**src/rtl/gpt_pkg.sv**
```systemverilog
package gpt_pkg;

    localparam int DATA_W    = 16;
    localparam int ADDR_W    = 2;
    localparam int EXP_W     = 4;
    localparam int PRE_W     = (1 << EXP_W) - 1;
    localparam int LOW_CFG_W = 12;
    localparam int NUM_CMP   = 2;

    localparam logic [ADDR_W-1:0] ADR_CMP1  = 2'd0;
    localparam logic [ADDR_W-1:0] ADR_CMP2  = 2'd1;
    localparam logic [ADDR_W-1:0] ADR_COUNT = 2'd2;
    localparam logic [ADDR_W-1:0] ADR_CFG   = 2'd3;

    // bit positions inside the configuration word
    localparam int B_RUN    = 15;
    localparam int B_STAT1  = 13;
    localparam int B_LOCKED = 12;
    localparam int B_MODE1  = 6;

    typedef enum logic [1:0] {
        CMP_OFF = 2'b00,
        CMP_EQ  = 2'b01,
        CMP_GE  = 2'b10,
        CMP_EVT = 2'b11
    } cmp_mode_e;

    typedef struct packed {
        logic             stop_gate;
        logic             ext_gate;
        cmp_mode_e        mode2;
        cmp_mode_e        mode1;
        logic             rev_read;
        logic             fast_sel;
        logic [EXP_W-1:0] pre_exp;
    } low_cfg_t;

    function automatic logic [DATA_W-1:0] bit_reverse(input logic [DATA_W-1:0] v);
        logic [DATA_W-1:0] r;
        for (int i = 0; i < DATA_W; i++) begin
            r[i] = v[DATA_W-1-i];
        end
        return r;
    endfunction

    function automatic logic mode_match(input cmp_mode_e mode,
                                        input logic [DATA_W-1:0] count,
                                        input logic [DATA_W-1:0] ref_val);
        logic m;
        case (mode)
            CMP_OFF: m = 1'b0;
            CMP_EQ:  m = (count == ref_val);
            default: m = (count >= ref_val);
        endcase
        return m;
    endfunction

endpackage

```
**src/rtl/gpt_prescaler.sv**
```systemverilog
module gpt_prescaler #(
    parameter int EXP_W = 4,
    localparam int PW   = (1 << EXP_W) - 1
) (
    input  logic             clk,
    input  logic             rst,
    input  logic             tick_in,
    input  logic             run,
    input  logic             restart,
    input  logic [EXP_W-1:0] exp_sel,
    output logic             advance
);
    logic [PW-1:0] div_q;
    logic [PW-1:0] mask;
    logic [PW-1:0] all_ones;

    always_comb begin
        all_ones = '1;
        mask     = ~(all_ones << exp_sel);
        advance  = run && tick_in && ((div_q & mask) == mask);
    end

    always_ff @(posedge clk) begin
        if (rst || restart) begin
            div_q <= '0;
        end else if (advance) begin
            div_q <= '0;
        end else if (run && tick_in) begin
            div_q <= div_q + 1'b1;
        end
    end
endmodule

```
**src/rtl/gpt_comparator.sv**
```systemverilog
module gpt_comparator
    import gpt_pkg::*;
#(
    parameter int W = 16
) (
    input  logic         clk,
    input  logic         rst,
    input  logic         advance,
    input  cmp_mode_e    mode,
    input  logic [W-1:0] count,
    input  logic [W-1:0] ref_val,
    input  logic         clear_req,
    output logic         hit_now,
    output logic         pulse,
    output logic         status
);
    always_comb begin
        hit_now = advance && mode_match(mode, count, ref_val);
    end

    always_ff @(posedge clk) begin
        if (rst) begin
            pulse  <= 1'b0;
            status <= 1'b0;
        end else begin
            pulse <= hit_now;
            if (hit_now) begin
                status <= 1'b1;
            end else if (clear_req) begin
                status <= 1'b0;
            end
        end
    end
endmodule

```
**src/rtl/gpt_cfg_reg.sv**
```systemverilog
module gpt_cfg_reg
    import gpt_pkg::*;
(
    input  logic                 clk,
    input  logic                 rst,
    input  logic                 wr,
    input  logic                 run_in,
    input  logic [LOW_CFG_W-1:0] low_in,
    output logic                 run_en,
    output logic                 locked,
    output low_cfg_t             cfg
);
    always_ff @(posedge clk) begin
        if (rst) begin
            run_en <= 1'b0;
            locked <= 1'b0;
            cfg    <= '0;
        end else if (wr) begin
            run_en <= run_in;
            locked <= 1'b1;
            if (!locked) begin
                cfg <= low_cfg_t'(low_in);
            end
        end
    end
endmodule

```
**src/rtl/gp_timer.sv**
```systemverilog
module gp_timer
    import gpt_pkg::*;
(
    input  logic              clk,
    input  logic              rst,
    input  logic              slow_tick,
    input  logic              fast_tick,
    input  logic              stop_req,
    input  logic              ext_en,
    input  logic [ADDR_W-1:0] reg_addr,
    input  logic              reg_wr,
    input  logic [DATA_W-1:0] reg_wdata,
    output logic [DATA_W-1:0] reg_rdata,
    output logic              cmp1_out,
    output logic              cmp2_out,
    output logic              irq
);
    logic              wr_cfg, wr_cnt;
    logic              run_en, locked, run, sel_tick, adv, wrap;
    low_cfg_t          cfg;
    logic [DATA_W-1:0] cnt_q;
    logic [DATA_W-1:0] cmp_q  [NUM_CMP];
    cmp_mode_e         mode_v [NUM_CMP];
    logic [NUM_CMP-1:0] hit_v, pulse_v, stat_v, clr_v;
    logic              unused_ro_bit;

    assign wr_cfg        = reg_wr && (reg_addr == ADR_CFG);
    assign wr_cnt        = reg_wr && (reg_addr == ADR_COUNT);
    assign unused_ro_bit = reg_wdata[B_LOCKED];

    gpt_cfg_reg u_cfg (
        .clk    (clk),
        .rst    (rst),
        .wr     (wr_cfg),
        .run_in (reg_wdata[B_RUN]),
        .low_in (reg_wdata[LOW_CFG_W-1:0]),
        .run_en (run_en),
        .locked (locked),
        .cfg    (cfg)
    );

    always_comb begin
        sel_tick = cfg.fast_sel ? fast_tick : slow_tick;
        run      = run_en
                && !(cfg.stop_gate && stop_req)
                && (!cfg.ext_gate || ext_en);
    end

    gpt_prescaler #(.EXP_W(EXP_W)) u_pre (
        .clk     (clk),
        .rst     (rst),
        .tick_in (sel_tick),
        .run     (run),
        .restart (wr_cnt),
        .exp_sel (cfg.pre_exp),
        .advance (adv)
    );

    assign mode_v[0] = cfg.mode1;
    assign mode_v[1] = cfg.mode2;

    for (genvar k = 0; k < NUM_CMP; k++) begin : g_cmp
        always_ff @(posedge clk) begin
            if (rst) begin
                cmp_q[k] <= '0;
            end else if (reg_wr && (reg_addr == ADR_CMP1 + ADDR_W'(k))) begin
                cmp_q[k] <= reg_wdata;
            end
        end

        assign clr_v[k] = wr_cfg && reg_wdata[B_STAT1 + k];

        gpt_comparator #(.W(DATA_W)) u_cmp (
            .clk       (clk),
            .rst       (rst),
            .advance   (adv),
            .mode      (mode_v[k]),
            .count     (cnt_q),
            .ref_val   (cmp_q[k]),
            .clear_req (clr_v[k]),
            .hit_now   (hit_v[k]),
            .pulse     (pulse_v[k]),
            .status    (stat_v[k])
        );
    end

    assign wrap = hit_v[1] && (cfg.mode2 == CMP_EVT);

    always_ff @(posedge clk) begin
        if (rst) begin
            cnt_q <= '0;
        end else if (wr_cnt) begin
            cnt_q <= reg_wdata;
        end else if (adv) begin
            cnt_q <= wrap ? '0 : cnt_q + 1'b1;
        end
    end

    always_comb begin
        case (reg_addr)
            ADR_CMP1:  reg_rdata = cmp_q[0];
            ADR_CMP2:  reg_rdata = cmp_q[1];
            ADR_COUNT: reg_rdata = cfg.rev_read ? bit_reverse(cnt_q) : cnt_q;
            default:   reg_rdata = {run_en, stat_v[1], stat_v[0], locked, cfg};
        endcase
    end

    assign cmp1_out = pulse_v[0];
    assign cmp2_out = pulse_v[1];
    assign irq      = stat_v[1] && (cfg.mode2 == CMP_EVT);

endmodule

```
**config.mk**
```make
export PLATFORM = sky130hd
export DESIGN_NAME = gp_timer
export DESIGN_NICKNAME = d
export VERILOG_FILES = /design/src/rtl/gpt_pkg.sv /design/src/rtl/gpt_prescaler.sv /design/src/rtl/gpt_comparator.sv /design/src/rtl/gpt_cfg_reg.sv /design/src/rtl/gp_timer.sv
export SDC_FILE = /design/constraint.sdc
export NUM_CORES = 1
export LEC_CHECK = 0
export ABC_AREA = 0
export BUFFER_PORTS_ARGS = -buffer_cell sky130_fd_sc_hd__buf_2
export CORE_MARGIN = 3
export CORE_UTILIZATION = 61
export CTS_CLUSTER_SIZE = 25
export DETAILED_ROUTE_END_ITERATION = 16
export GPL_TIMING_DRIVEN = 0
export PLACE_DENSITY = 0.88
export SLEW_MARGIN = 30
export SYNTH_ARGS = -nofsm -noshare
export SYNTH_HDL_FRONTEND = slang
export SYNTH_SLANG_ARGS = --single-unit
export TNS_END_PERCENT = 10
```
**constraint.sdc**
```tcl
create_clock -name clk -period 6.51 [get_ports clk]
set_input_delay 1.953 -clock clk [delete_from_list [all_inputs] [get_ports clk]]
set_output_delay 1.953 -clock clk [all_outputs]
set_load 0.02 [all_outputs]
```
==> results of run 1 <==
[routing by layer]
layer	track usage	vias to the layer above	routed length, um
met3	0.05169	59	1463
met5	0	-	0
li1	-	2057	-
met2	0.4818	315	6823
met4	0.1715	0	715
met1	0.3954	2116	5525
[registers in the layout, summed over array words and instances, names as in the netlist]
name / flops
u_cfg.locked: 1
cnt_q: 16
g_cmp.u_cmp.status: 2
u_pre.div_q: 15
u_cfg.cfg: 12
g_cmp.u_cmp.pulse: 2
cmp_q: 32
u_cfg.run_en: 1
[worst max-delay path by stage]
stage,end,slack [ps]
2_1_floorplan,reg_rdata[5],1210
5_1_grt,reg_rdata[5],260
3_5_place_dp,reg_rdata[5],450
6_report,reg_rdata[5],330
4_1_cts,reg_rdata[5],430
3_3_place_gp,reg_rdata[0],570
[area by class of cell]
type,instances,area (um^2)
tap,102,127.6
multi-input combinational,401,2914
clock buffer,13,180.2
timing repair buffer,41,205.2
sequential,81,1942
fill,601,2277
buffer,26,115.1
clock inverter,3,20.02
inverter,39,146.4
[power by group through the flow]
| stage | Sequential, W | Combinational, W | Clock (W) |
|---|---|---|---|
| 2_1_floorplan | 0.000577 | 0.000129 | 0 |
| 3_3_place_gp | 0.000586 | 0.000180 | 0 |
| 3_5_place_dp | 0.000587 | 0.000186 | 0 |
| 4_1_cts | 0.000575 | 0.000188 | 0.000374 |
| 5_1_grt | 0.000579 | 0.000206 | 0.000392 |
| 6_report | 0.000577 | 0.000191 | 0.000377 |
[logic make-up after synthesis]
kind of cell / Yosys count / synth area share
AOI/OAI and AO/OA: 105 / 0.1417
xor gates and xnor gates: 24 / 0.04112
adders and majority gates: 34 / 0.08321
buffers and inverters: 65 / 0.05115
DFF: 81 / 0.3798
muxes: 31 / 0.1016
and+or+nand+nor: 207 / 0.2014
[cell usage after synthesis (all sizes together) (3+ instances only)]
cell,count
edfxtp,32
nor3,4
mux2,14
inv,39
ha,34
a2bb2oi,15
or2,4
nor2b,5
a21oi,43
nor2,33
xnor2,13
nand4,7
nand2,80
buf,6
mux4,15
nor4,4
a2111oi,3
a21o,5
and2,18
dfxtp,49
or3,3
a31oi,3
and3,25
o21ai,17
xor2,11
clkbuf,20
nand3,17
[metrics by stage]
stage          utilization  instances  cell area, um^2  hold WS [ps]  power (W)
3_5_place_dp        0.6875        690             5450         468.4  0.0007731
3_3_place_gp        0.6869        690             5445         457.3  0.0007653
2_1_floorplan            -        547             5112         441.6  0.0007056
5_1_grt             0.7128        706             5650         503.8   0.001177
4_1_cts             0.7128        706             5650         479.1   0.001137
6_report            0.7128        706             5650         488.1   0.001145
[worst register-to-register path, delay by kind of cell, from the launching register on]
family                     cells  cell delay (ps)
and+or+nand+nor                1               70
buffers and inverters          1              210
AOI/OAI and AO/OA              6             1340
DFF                            1              560
adders and majority gates      1              330
==> results.toml, run 1 <==
[clocking]
clockBufferDepth = 2
cts_resized = 0
postCtsSetupBuffers = 0
clkTransAtPathRegs_ps = 90
cts_tree = "built"
htreeDepth = 3
numCtsBuffers = 9
hold_buffers = 0
clock_latency_ps = 380
cts.sinks = 81
root_buffer = "clkbuf_8"

[setup_path]
crit_top_cell = "clkbuf_1"
critical_path_class = "in2out"
slowest_stage = "clkbuf_1"
worst-path-max-fanout = 10
critPathCaptureType = "output pin"
critPathTopFamily = "buffers and inverters"
cp_cell_sequence = "clkbuf_1 > clkbuf_1 > clkbuf_1 > o21ai_0 > a31oi_1 > buf_2"
start_kind = "primary input"
worstReg2RegEnd = "cnt_q[7]"
rr_worst_depth = 9
r2r-start = "cnt_q[5]"
cpPeakStageDelay_ps = 690
r2r_setup_slack_ps = 3930
worstSetupStartpoint = "reg_addr[0]"
cp_num_cells = 6
worstPathArrival_ps = 4220
path_buf_inv = 4
cp_data_required_time_ps = 4560

[pwr]
swShare = 0.2919
power_frac_seq = 0.504
pwr-share-clk = 0.329
power.switching_w = 0.0003343
internal-power_w = 0.0008110
p_per_area_mw_per_mm2 = 202.7
p_comb_frac = 0.167
p_leak_nw = 2.416
peakVddDrop_uv = 138.6

[global_route]
antenna_found_initial = 0
grt.overflow.total = 0
grtUsageTotal = 0.3047
grt_max_degree = 17
grt_pass1_vias = 4399
grt_pass1_wl_um = 22490

[floorplan]
fp.coreArea_mm2 = 0.007928
die_w_um = 97.55
pin_count = 44
die_y_um = 97.55
start_util = 0.6449
die_area_mm2 = 0.009515
rows = 32

[synthesis]
synth_top_area_frac = 0.1919
syn_area_mm2 = 0.005112
syn-instance-count = 547
synthFlopType = "dfxtp_1"
syn_area_per_cell_um2 = 9.346
synth.ff_latch_count = 81
synthArstFlopShare = 0
netlist_top_cells_area = "dfxtp_1, edfxtp_1, ha_1"
synth_edf_count = 32
ys_types = 62
synth_fp_nets = 606
ys_seq_area_frac = 0.3798
yosysWarningCount = 0
yosysTopAreaCell = "dfxtp_1"

[drt]
drc_errors = 0
drtIter0Drc = 489
avgRoutedWirePerCell_um = 20.58
via_count = 4547
drt_first_pass_iters = 5
routed_wl_um = 14530
vias_per_cell = 6.441
drtAntennaViolNets = 0

[min_path]
min-delay-start = "u_cfg.cfg[10]"
holdPathStages = 2
hold_end = "u_cfg.cfg[10]"
hold_class = "reg2reg"

[final_layout]
final_nets = 658
layout-drive-gt1-share = 0.1772
final_cell_mix = "nand2_1, dfxtp_1, buf_2, a21oi_1, inv_1"
n_antenna_cell = 0
area_growth_syn_to_layout_pct = 10.52
layout_commonest_cell = "nand2_1"

[timing]
finalCritPeriodShare = 0.9488
tns_ps = 0
rsz0062_at_grt = "false"
fin_crit_ps = 6177
drv_slew = 0
max_freq_mhz = 161.9
finalHoldViolations = 0
worst_pin_slew_ps = 942.9
slew-limit-headroom = 0.3699
setup_ws_ps = 333.2
setup_viol = 0
skew_ps = 10.92

[place]
place_worst_setup_slack_ps = 447.7
hpwl_um = 10220
portBuffers = 41
gp_congestion = 1.007

[status]
status = "finished, final reports clean"

[run]
drv_cap = 0
Note: power is estimated with default switching activity, not from simulation.
==> run 2: changes to the inputs <==
- BUFFER_PORTS_ARGS: -buffer_cell sky130_fd_sc_hd__buf_2 -> -buffer_cell sky130_fd_sc_hd__clkbuf_2
- SETUP_SLACK_MARGIN: not set -> 0.2
==> results.toml, run 2 (synthesis gave the netlist of run 1 again) <==
[run]
drv_cap = 0

[clocking]
cts_tree = "built"
htreeDepth = 3
hold_buffers = 0
postCtsSetupBuffers = 0
clockBufferDepth = 2
clock_latency_ps = 370
clkTransAtPathRegs_ps = 90
cts.sinks = 81
numCtsBuffers = 9
root_buffer = "clkbuf_8"
cts_resized = 0

[drt]
drc_errors = 0
drtAntennaViolNets = 0
vias_per_cell = 6.442
via_count = 4548
drtIter0Drc = 509
drt_first_pass_iters = 5
routed_wl_um = 14270
avgRoutedWirePerCell_um = 20.22

[timing]
max_freq_mhz = 165.3
rsz0062_at_grt = "false"
skew_ps = 10.00
tns_ps = 0
drv_slew = 0
slew-limit-headroom = 0.4009
fin_crit_ps = 6049
worst_pin_slew_ps = 898.7
finalHoldViolations = 0
fin_hold_ws_ps = 484.3
setup_viol = 0
finalCritPeriodShare = 0.9291

[global_route]
grt.overflow.total = 0
grt_pass1_wl_um = 22910
grt_pass1_vias = 4487
grt_max_degree = 17
antenna_found_initial = 0
grtUsageTotal = 0.3070

[final_layout]
area_growth_syn_to_layout_pct = 10.13
final_cell_mix = "nand2_1, dfxtp_1, a21oi_1, clkbuf_2, inv_1"
n_antenna_cell = 0
top_register = "cmp_q"
layout_commonest_cell = "nand2_1"
final_nets = 658
stdcell_area_mm2 = 0.005630
top_regs = "cmp_q: 32 flops, cnt_q: 16 flops, u_pre.div_q: 15 flops"
largest_register_ffs = 32
layout-drive-gt1-share = 0.1788

[pwr]
peakVddDrop_uv = 151.1
p_per_area_mw_per_mm2 = 198.4
p_leak_nw = 2.403

[setup_path]
critical_path_class = "in2out"
worstReg2RegEnd = "cnt_q[12]"
cp_data_required_time_ps = 4560
critPathCaptureType = "output pin"
r2r-start = "cnt_q[5]"
worstPathArrival_ps = 4100
rr_worst_depth = 9
worst-path-max-fanout = 10
start_kind = "primary input"
r2r_setup_slack_ps = 3920

[place]
place_area_mm2 = 0.005450
gp_congestion = 1.026
portBuffers = 41
hpwl_um = 10390

[min_path]
hold_class = "reg2reg"
holdPathStages = 2
hold_end = "u_cfg.cfg[10]"
min-delay-start = "u_cfg.cfg[10]"

[floorplan]
die_w_um = 97.55
die_y_um = 97.55
pin_count = 44
rows = 32
start_util = 0.6449
die_area_mm2 = 0.009515
fp.coreArea_mm2 = 0.007928

[status]
status = "finished, final reports clean"
## run 2: changes by cell type in the layout (fill, tap and decap cells not counted), sizes merged
| cell | delta |
|---|---|
| clkbuf | +39 |
| buf | -41 |
| clkinv | +1 |
| clkinvlp | +1 |
## run 2: power breakdown
part | total [W] | internal [W] | switching [W]
sequential | 0.000577 | 0.000551 | 0.0000257
combinational | 0.000190 | 0.0000763 | 0.000114
clock | 0.000350 | 0.000158 | 0.000193
total | 0.00112 | 0.000785 | 0.000332
## run 2: worst max path at each step
stage | startpoint | depth (start not counted) | to | slack (ps)
6_report | reg_addr[0] | 6 | reg_rdata[5] | 460
2_1_floorplan | reg_addr[0] | 5 | reg_rdata[5] | 1210
3_5_place_dp | reg_addr[0] | 6 | reg_rdata[5] | 500
3_3_place_gp | reg_addr[1] | 5 | reg_rdata[0] | 590
5_1_grt | reg_addr[0] | 6 | reg_rdata[5] | 390
4_1_cts | reg_addr[0] | 6 | reg_rdata[5] | 490
## run 2: critical path, stage by stage
cell	delay, ps
clkbuf_1	220
clkbuf_1	600
clkbuf_1	640
o21ai_0	270
a31oi_1	220
clkbuf_2	190
## run 2: area by class of cell
| cell class | instances | area [um^2] |
|---|---|---|
| plain buffers | 26 | 115.1 |
| clock buffers | 11 | 151.4 |
| flip-flops and latches | 81 | 1942 |
| inverters | 39 | 146.4 |
| clock inverters | 5 | 28.78 |
| repair buffers | 41 | 205.2 |
| fillers | 582 | 2297 |
| well taps | 102 | 127.6 |
| multi-input cells | 401 | 2914 |
## run 2: layer usage
| layer | wire length [um] | GRT usage |
|---|---|---|
| met1 | 5674 | 0.4052 |
| met5 | 0 | 0 |
| met2 | 6615 | 0.4860 |
| met4 | 605 | 0.1374 |
| met3 | 1378 | 0.06461 |
## run 2: through the flow
stage / util / power (W) / setup slack, ps / instances
2_1_floorplan: - / 0.0007056 / 1206 / 547
3_3_place_gp: 0.6869 / 0.0007653 / 585.5 / 690
3_5_place_dp: 0.6875 / 0.0007743 / 495.6 / 690
4_1_cts: 0.7102 / 0.001108 / 494.2 / 706
5_1_grt: 0.7102 / 0.001160 / 389.2 / 706
6_report: 0.7102 / 0.001117 / 461.4 / 706
